`src/rtl/exwb_pkg.sv`:
```
package exwb_pkg;

   // template kind tag, top two bits of a template
   typedef enum logic [1:0] {
      K_ADD   = 2'b00,
      K_BZ    = 2'b01,
      K_LOAD  = 2'b10,
      K_STORE = 2'b11
   } tkind_e;

   // writeback record kind, top two bits of a record
   typedef enum logic [1:0] {
      W_ALU = 2'b00,
      W_LD  = 2'b01,
      W_ST  = 2'b10
   } wkind_e;

endpackage

```
`src/rtl/exwb_fifo.sv`:
```
module exwb_fifo #(
   parameter  int W     = 8,
   parameter  int DEPTH = 4,
   localparam int CNT_W = $clog2(DEPTH) + 1
) (
   input  logic                 clk,
   input  logic                 rst_n,
   input  logic                 push,
   input  logic [W-1:0]         din,
   input  logic                 pop,
   input  logic                 flush,
   output logic [W-1:0]         head,
   output logic                 full,
   output logic                 empty,
   output logic [CNT_W-1:0]     count,
   output logic [DEPTH*W-1:0]   slots,
   output logic [DEPTH-1:0]     slot_vld
);

   initial begin
      assert (DEPTH >= 1 && (DEPTH & (DEPTH - 1)) == 0)
         else $error("exwb_fifo: DEPTH must be a power of two");
      assert (W >= 1) else $error("exwb_fifo: W must be positive");
   end

   generate
      if (DEPTH == 1) begin : g_single
         logic [W-1:0] data_q;
         logic         vld_q;

         always_ff @(posedge clk or negedge rst_n) begin
            if (!rst_n)     vld_q <= 1'b0;
            else if (flush) vld_q <= 1'b0;
            else if (push)  vld_q <= 1'b1;
            else if (pop)   vld_q <= 1'b0;
         end

         always_ff @(posedge clk) begin
            if (push && !flush) data_q <= din;
         end

         assign head     = data_q;
         assign slots    = data_q;
         assign slot_vld = vld_q;
         assign count    = vld_q;
         assign full     = vld_q;
         assign empty    = !vld_q;
      end else begin : g_ring
         localparam int PTR_W = $clog2(DEPTH);
         logic [W-1:0]       mem_q [DEPTH];
         logic [PTR_W-1:0]   rd_q, wr_q;
         logic [CNT_W-1:0]   cnt_q;

         always_ff @(posedge clk or negedge rst_n) begin
            if (!rst_n) begin
               rd_q  <= '0;
               wr_q  <= '0;
               cnt_q <= '0;
            end else if (flush) begin
               rd_q  <= '0;
               wr_q  <= '0;
               cnt_q <= '0;
            end else begin
               if (push) wr_q <= wr_q + 1'b1;
               if (pop)  rd_q <= rd_q + 1'b1;
               cnt_q <= cnt_q + CNT_W'(push) - CNT_W'(pop);
            end
         end

         always_ff @(posedge clk) begin
            if (push && !flush) mem_q[wr_q] <= din;
         end

         for (genvar i = 0; i < DEPTH; i++) begin : g_slot
            logic [PTR_W-1:0] offs;
            assign offs                = PTR_W'(i) - rd_q;
            assign slots[i*W +: W]     = mem_q[i];
            assign slot_vld[i]         = {1'b0, offs} < cnt_q;
         end

         assign head  = mem_q[rd_q];
         assign count = cnt_q;
         assign full  = (cnt_q == CNT_W'(DEPTH));
         assign empty = (cnt_q == '0);
      end
   endgenerate


   no_overflow_chk: assert property (@(posedge clk) disable iff (!rst_n)
      (push && !flush) |-> !full);


   no_underflow_chk: assert property (@(posedge clk) disable iff (!rst_n)
      (pop && !flush) |-> !empty);

endmodule

```
`src/rtl/exwb_hazard.sv`:
```
module exwb_hazard #(
   parameter int REG_W = 4,
   parameter int N_TPL = 4,
   parameter int N_WBQ = 2
) (
   input  logic [REG_W-1:0]        src_a,
   input  logic [REG_W-1:0]        src_b,
   input  logic [N_TPL*REG_W-1:0]  tpl_dst,
   input  logic [N_TPL-1:0]        tpl_wr,
   input  logic [N_WBQ*REG_W-1:0]  wbq_dst,
   input  logic [N_WBQ-1:0]        wbq_wr,
   output logic                    stall
);

   logic [N_TPL-1:0] tpl_hit;
   logic [N_WBQ-1:0] wbq_hit;

   for (genvar i = 0; i < N_TPL; i++) begin : g_tcmp
      logic [REG_W-1:0] d;
      assign d          = tpl_dst[i*REG_W +: REG_W];
      assign tpl_hit[i] = tpl_wr[i] && (d == src_a || d == src_b);
   end

   for (genvar j = 0; j < N_WBQ; j++) begin : g_wcmp
      logic [REG_W-1:0] d;
      assign d          = wbq_dst[j*REG_W +: REG_W];
      assign wbq_hit[j] = wbq_wr[j] && (d == src_a || d == src_b);
   end

   assign stall = (|tpl_hit) || (|wbq_hit);

endmodule

```
`src/rtl/exwb_backend.sv`:
```
module exwb_backend
   import exwb_pkg::*;
#(
   parameter  int DATA_W    = 16,
   parameter  int ADDR_W    = 8,
   parameter  int REG_W     = 4,
   parameter  int TPL_DEPTH = 4,
   parameter  int WBQ_DEPTH = 2,
   localparam int TPL_W     = 2 + REG_W + 2 * DATA_W
) (
   input  logic               clk,
   input  logic               rst_n,
   input  logic               tpl_valid,
   input  logic [TPL_W-1:0]   tpl_data,
   output logic               tpl_ready,
   input  logic [REG_W-1:0]   dec_src_a,
   input  logic [REG_W-1:0]   dec_src_b,
   output logic               stall,
   output logic               redirect_valid,
   output logic [ADDR_W-1:0]  redirect_pc,
   output logic               dmem_req_valid,
   output logic               dmem_req_write,
   output logic [ADDR_W-1:0]  dmem_req_addr,
   output logic [DATA_W-1:0]  dmem_req_wdata,
   input  logic               dmem_rsp_valid,
   input  logic [DATA_W-1:0]  dmem_rsp_data,
   output logic               dmem_rsp_ready,
   output logic               rf_we,
   output logic [REG_W-1:0]   rf_waddr,
   output logic [DATA_W-1:0]  rf_wdata
);

   localparam int WB_W   = 2 + REG_W + DATA_W;
   localparam int TCNT_W = $clog2(TPL_DEPTH) + 1;
   localparam int QCNT_W = $clog2(WBQ_DEPTH) + 1;

   initial begin
      assert (ADDR_W >= 1 && ADDR_W <= DATA_W)
         else $error("exwb_backend: ADDR_W must lie in 1..DATA_W");
      assert (REG_W >= 1) else $error("exwb_backend: REG_W must be positive");
   end

   // ---------------- template buffer ----------------
   logic                      tb_push, tb_pop, tb_flush, tb_full, tb_empty;
   logic [TPL_W-1:0]          tb_head;
   logic [TCNT_W-1:0]         tb_cnt;
   logic [TPL_DEPTH*TPL_W-1:0] tb_slots;
   logic [TPL_DEPTH-1:0]      tb_vld;

   exwb_fifo #(.W(TPL_W), .DEPTH(TPL_DEPTH)) u_tbuf (
      .clk(clk), .rst_n(rst_n), .push(tb_push), .din(tpl_data), .pop(tb_pop),
      .flush(tb_flush), .head(tb_head), .full(tb_full), .empty(tb_empty),
      .count(tb_cnt), .slots(tb_slots), .slot_vld(tb_vld));

   // ---------------- writeback queue ----------------
   logic                       wq_push, wq_pop, wq_full, wq_empty;
   logic [WB_W-1:0]            wq_din, wq_head;
   logic [QCNT_W-1:0]          wq_cnt;
   logic [WBQ_DEPTH*WB_W-1:0]  wq_slots;
   logic [WBQ_DEPTH-1:0]       wq_vld;

   exwb_fifo #(.W(WB_W), .DEPTH(WBQ_DEPTH)) u_wbq (
      .clk(clk), .rst_n(rst_n), .push(wq_push), .din(wq_din), .pop(wq_pop),
      .flush(1'b0), .head(wq_head), .full(wq_full), .empty(wq_empty),
      .count(wq_cnt), .slots(wq_slots), .slot_vld(wq_vld));

   // ---------------- execute ----------------
   tkind_e            head_k;
   logic [REG_W-1:0]  h_dst;
   logic [DATA_W-1:0] h_fa, h_fb;
   logic              needs_q, fire, taken;

   assign head_k  = tkind_e'(tb_head[TPL_W-1 -: 2]);
   assign h_dst   = tb_head[2*DATA_W +: REG_W];
   assign h_fa    = tb_head[DATA_W +: DATA_W];
   assign h_fb    = tb_head[0 +: DATA_W];

   assign needs_q = (head_k != K_BZ);
   assign fire    = !tb_empty && (!needs_q || !wq_full);
   assign taken   = fire && (head_k == K_BZ) && (h_fa == '0);

   assign tpl_ready = !tb_full;
   assign tb_push   = tpl_valid && !tb_full;
   assign tb_pop    = fire;
   assign tb_flush  = taken;

   assign redirect_valid = taken;
   assign redirect_pc    = h_fb[ADDR_W-1:0];

   assign dmem_req_valid = fire && (head_k == K_LOAD || head_k == K_STORE);
   assign dmem_req_write = (head_k == K_STORE);
   assign dmem_req_addr  = h_fa[ADDR_W-1:0];
   assign dmem_req_wdata = h_fb;

   assign wq_push = fire && needs_q;

   always_comb begin
      wq_din = '0;
      unique case (head_k)
         K_ADD:   wq_din = {W_ALU, h_dst, h_fa + h_fb};
         K_LOAD:  wq_din = {W_LD, h_dst, {DATA_W{1'b0}}};
         K_STORE: wq_din = {W_ST, {REG_W{1'b0}}, {DATA_W{1'b0}}};
         default: wq_din = '0;
      endcase
   end

   // ---------------- writeback ----------------
   wkind_e            q_k;
   logic [REG_W-1:0]  q_dst;
   logic [DATA_W-1:0] q_val;
   logic              wb_mem;

   assign q_k    = wkind_e'(wq_head[WB_W-1 -: 2]);
   assign q_dst  = wq_head[DATA_W +: REG_W];
   assign q_val  = wq_head[0 +: DATA_W];

   assign wb_mem         = !wq_empty && (q_k == W_LD || q_k == W_ST);
   assign dmem_rsp_ready = wb_mem;
   assign wq_pop         = !wq_empty && (q_k == W_ALU || dmem_rsp_valid);

   assign rf_we    = !wq_empty && (q_k == W_ALU || (q_k == W_LD && dmem_rsp_valid));
   assign rf_waddr = q_dst;
   assign rf_wdata = (q_k == W_LD) ? dmem_rsp_data : q_val;

   // ---------------- hazard detection ----------------
   logic [TPL_DEPTH*REG_W-1:0] tpl_dst;
   logic [TPL_DEPTH-1:0]       tpl_wr;
   logic [WBQ_DEPTH*REG_W-1:0] wbq_dst;
   logic [WBQ_DEPTH-1:0]       wbq_wr;

   for (genvar i = 0; i < TPL_DEPTH; i++) begin : g_tslot
      logic [TPL_W-1:0] e;
      assign e                        = tb_slots[i*TPL_W +: TPL_W];
      assign tpl_dst[i*REG_W +: REG_W] = e[2*DATA_W +: REG_W];
      assign tpl_wr[i] = tb_vld[i] && (e[TPL_W-1 -: 2] == K_ADD || e[TPL_W-1 -: 2] == K_LOAD);
   end

   for (genvar j = 0; j < WBQ_DEPTH; j++) begin : g_qslot
      logic [WB_W-1:0] e;
      assign e                        = wq_slots[j*WB_W +: WB_W];
      assign wbq_dst[j*REG_W +: REG_W] = e[DATA_W +: REG_W];
      assign wbq_wr[j] = wq_vld[j] && (e[WB_W-1 -: 2] == W_ALU || e[WB_W-1 -: 2] == W_LD);
   end

   exwb_hazard #(.REG_W(REG_W), .N_TPL(TPL_DEPTH), .N_WBQ(WBQ_DEPTH)) u_haz (
      .src_a(dec_src_a), .src_b(dec_src_b), .tpl_dst(tpl_dst), .tpl_wr(tpl_wr),
      .wbq_dst(wbq_dst), .wbq_wr(wbq_wr), .stall(stall));

   // ---------------- assertions ----------------

   redirect_flush_chk: assert property (@(posedge clk) disable iff (!rst_n)
      redirect_valid |=> tb_empty);


   wbq_kept_chk: assert property (@(posedge clk) disable iff (!rst_n)
      (redirect_valid && !wq_pop) |=> (wq_cnt >= $past(wq_cnt)));


   mem_hold_chk: assert property (@(posedge clk) disable iff (!rst_n)
      (wb_mem && !dmem_rsp_valid) |=> $stable(wq_head));


   store_nowrite_chk: assert property (@(posedge clk) disable iff (!rst_n)
      (wb_mem && q_k == W_ST) |-> !rf_we);


   wb_source_chk: assert property (@(posedge clk) disable iff (!rst_n)
      rf_we |-> !wq_empty);


   req_record_chk: assert property (@(posedge clk) disable iff (!rst_n)
      dmem_req_valid |=> !wq_empty);

endmodule

```
`config.mk`:
```
export PLATFORM = sky130hd
export DESIGN_NAME = exwb_backend
export DESIGN_NICKNAME = d
export VERILOG_FILES = /design/src/rtl/exwb_pkg.sv /design/src/rtl/exwb_fifo.sv /design/src/rtl/exwb_hazard.sv /design/src/rtl/exwb_backend.sv
export SDC_FILE = /design/constraint.sdc
export NUM_CORES = 1
export LEC_CHECK = 0
export CORE_MARGIN = 5
export CORE_UTILIZATION = 50
export CTS_CLUSTER_DIAMETER = 200
export DETAILED_ROUTE_END_ITERATION = 16
export PLACE_DENSITY_LB_ADDON = 0.3
export SLEW_MARGIN = 30
export SYNTH_ARGS = -nofsm -noshare
export SYNTH_HDL_FRONTEND = slang
export SYNTH_SLANG_ARGS = --single-unit
```
`constraint.sdc`:
```
create_clock -name clk -period 5 [get_ports clk]
set_input_delay 1.25 -clock clk [delete_from_list [all_inputs] [get_ports clk]]
set_output_delay 1.25 -clock clk [all_outputs]
set_load 0.005 [all_outputs]
```
==> flow_metrics.tcl <==
set metrics [dict create \
    worst-setup-path-type "in -> out" \
    ioPinCount 125 \
    yosys-top-cells-area "edfxtp_1, mux4_2, xor2_1, ha_1, dfrtp_1" \
    yosys.area.top_type "edfxtp_1" \
    hold_ws_ns 0.4917 \
    maxCapViolations 0 \
    p_int_w 0.005338 \
    rsz0062_at_grt "no" \
    holdBufCountCts 0 \
    syn_area_um2 9448 \
    clock_sinks 207 \
    h-tree-depth 1 \
    ctsResizeCount 0 \
    drt-initial-drc-count 331 \
    fin_crit_sh_pct 95.63 \
    slew_viol_final 0 \
    fillers 1370 \
    synth_common_cells "edfxtp_1, xor2_1, mux4_2" \
    register_area_um2 6162 \
    finalSetupTns_ns 0 \
    ir_worst_vdd_mv 0.3898 \
    cts_tree "yes" \
    yosysMostFrequentCell "edfxtp_1" \
    root_buffer "clkbuf_16" \
    critPathLaunchType "input port" \
    p_leak_nw 4.046 \
    grt_overflow_total 0 \
    fmax_ghz 0.2091 \
    slew_headroom_pct 48.56 \
    p_sw_w 0.003057 \
    required_ns 3.75 \
    post_cts_buffers 0 \
    pwr-share-seq_pct 33.9 \
    syn-instance-count 596 \
    multiInputGateArea_um2 3067 \
    dr.pass1.iters 5 \
    grt_pass1_wl_um 32860 \
    drive_gt1_share_pct 12.30 \
    cts_made_buffers 21 \
    grt_pass1_vias 5711 \
    synth_flop_cell "edfxtp_1" \
    synth.top_cell.area_share_pct 62.30 \
    yosys_warnings 0 \
    place_congestion 0.8454 \
    die_area_um2 21740 \
    clock-skew-final_ns 0.01632 \
    antenna_cells 0 \
    finalCriticalPeriod_ns 4.781 \
    r2r_cells 8 \
    pwr-share-clk_pct 16.5 \
    grt_use_total_pct 19.56 \
    io_buffers 124 \
    core_area_um2 18640 \
    arrival_ns 3.53 \
    antenna_found_initial 0 \
    tightest_slew_ns 0.7708 \
    drc 0 \
    route.antenna.remaining_nets 0 \
    hold_class "reg -> reg" \
    layout.nets 815 \
    wirelength_um 21210 \
    finalSetupViolCount 0 \
    yosysUniqueCellTypes 43 \
    ys_async_sr_fraction_pct 5.314 \
    syn_to_final_growth_pct 22.21 \
    start_util_pct 50.68 \
    min_path_cells 1 \
    synth_edf_count 196 \
    synth.avg_cell_area_um2 15.85 \
    clk_path_buf_depth 3 \
    pwr-share-comb_pct 49.5 \
    ys_seq_area_share_pct 65.21 \
    die_x_um 147.5 \
    status "finished, final reports clean" \
    rows 50 \
    cp-end-kind "output port" \
    crit_fanout 6 \
    clkTransAtPathRegs_ns 0.06 \
    dp_hpwl_um 15350 \
    vias 5419 \
    die_y_um 147.5 \
    switching_share_pct 36.42 \
    finalHoldViolations 0 \
    synth-seq-cells 207 \
    wl_per_cell_um 21.96 \
    grt_max_degree 41 \
    powerDensity_nw_per_um2 727.1 \
    via_per_inst 5.610 \
    insertion_delay_ns 0.50 \
    synth_fp_nets 693 \
]
-- path summary, 6_finish.rpt --
path	start	endpoint	slack (ns)
min	u_wbq.g_ring.wr_q$_DFFE_PN0N_	u_wbq.g_ring.wr_q$_DFFE_PN0N_	0.49
max	dec_src_b[1]	stall	0.22
min reg2reg	u_wbq.g_ring.wr_q$_DFFE_PN0N_	u_wbq.g_ring.wr_q$_DFFE_PN0N_	0.49
max in group asynchronous	rst_n	u_tbuf.g_ring.rd_q[0]$_DFFE_PN0P_	3.46
max reg2reg	u_tbuf.g_ring.rd_q[0]$_DFFE_PN0P_	u_tbuf.g_ring.mem_q[0][12]$_DFFE_PP_	1.11
min in group asynchronous	rst_n	u_wbq.count[1]$_DFF_PN0_	1.13
-- routing by layer --
layer / part of all wire, % / GRT usage [%] / vias up / routed length (um)
li1: - / - / 2524 / -
met1: 44 / 26.77 / 2708 / 9418
met2: 49 / 32.90 / 156 / 10400
met3: 4.4 / 3.066 / 31 / 939
met4: 2.1 / 5.545 / 0 / 454
met5: 0 / 0 / - / 0
-- layout by cell type (no fill, tap or decap), types with 5 or more instances in the layout --
cell / synthesis / final
a41oi_1: 5 / 5
nor2_1: 27 / 27
a21oi_1: 20 / 20
mux4_2: 38 / 38
o21ai_0: 24 / 24
xor2_1: 49 / 49
nand2_1: 29 / 29
clkinv_2: 0 / 5
nor4_1: 13 / 13
nor2b_1: 6 / 6
edfxtp_1: 196 / 196
ha_1: 29 / 28
xnor2_1: 18 / 18
buf_4: 8 / 6
o22ai_1: 5 / 5
clkdlybuf4s50_1: 0 / 123
o211ai_1: 5 / 5
dfrtp_1: 11 / 10
inv_1: 19 / 19
mux2i_1: 18 / 18
clkbuf_16: 0 / 21
nor3_1: 5 / 5
-- final cells by class --
cell class,instances,area share [%]
well taps,234,2.536
flip-flops and latches,207,53.37
clock buffers,25,4.681
clock inverters,12,0.5527
multi-input cells,336,26.56
inverters,19,0.6177
repair buffers,133,11.68
-- through the flow --
step | instance area (um^2) | worst slack [ns] | power (W) | util (%) | std cells
global route | 11550 | 0.02007 | 0.008970 | 61.93 | 966
CTS | 11540 | 0.2119 | 0.008481 | 61.90 | 966
floorplan | 9448 | 0.03728 | 0.005402 | - | 596
detailed placement | 10940 | 0.2263 | 0.007073 | 58.66 | 929
finish | 11550 | 0.2185 | 0.008395 | 61.93 | 966
global placement | 10930 | 0.2182 | 0.006964 | 58.62 | 929
-- sequential cells by signal (all words and copies together) (netlist names) --
register and flops:
u_tbuf.count 3, u_tbuf.g_ring.mem_q 152, u_tbuf.g_ring.rd_q 2, u_tbuf.g_ring.wr_q 2, u_wbq.count 2, u_wbq.g_ring.mem_q 44
u_wbq.g_ring.rd_q 1, u_wbq.g_ring.wr_q 1
-- worst max-delay path, stage by stage --
cell,delay (ns)
clkdlybuf4s50_1,0.61
xor2_1,0.23
nor4_1,0.28
a41oi_1,0.08
o32ai_1,0.29
nor2_1,0.08
o221ai_1,0.13
clkdlybuf4s50_1,0.57
-- power by group through the flow --
stage	Sequential (W)	Combinational [W]	Clock [W]
2_1_floorplan	0.00278	0.00262	0
3_3_place_gp	0.00287	0.00409	0
3_5_place_dp	0.00289	0.00418	0
4_1_cts	0.00286	0.00421	0.00142
5_1_grt	0.00289	0.00458	0.00149
6_report	0.00285	0.00416	0.00139
-- logic make-up after synthesis --
kind of cell / synth area share, %
flops: 65.21
compound gates: 4.874
simple gates: 5.350
mux: 11.44
buf+inv: 2.649
xor+xnor: 6.211
fa+ha+maj: 4.264
Power figures use the tool's default switching activity.
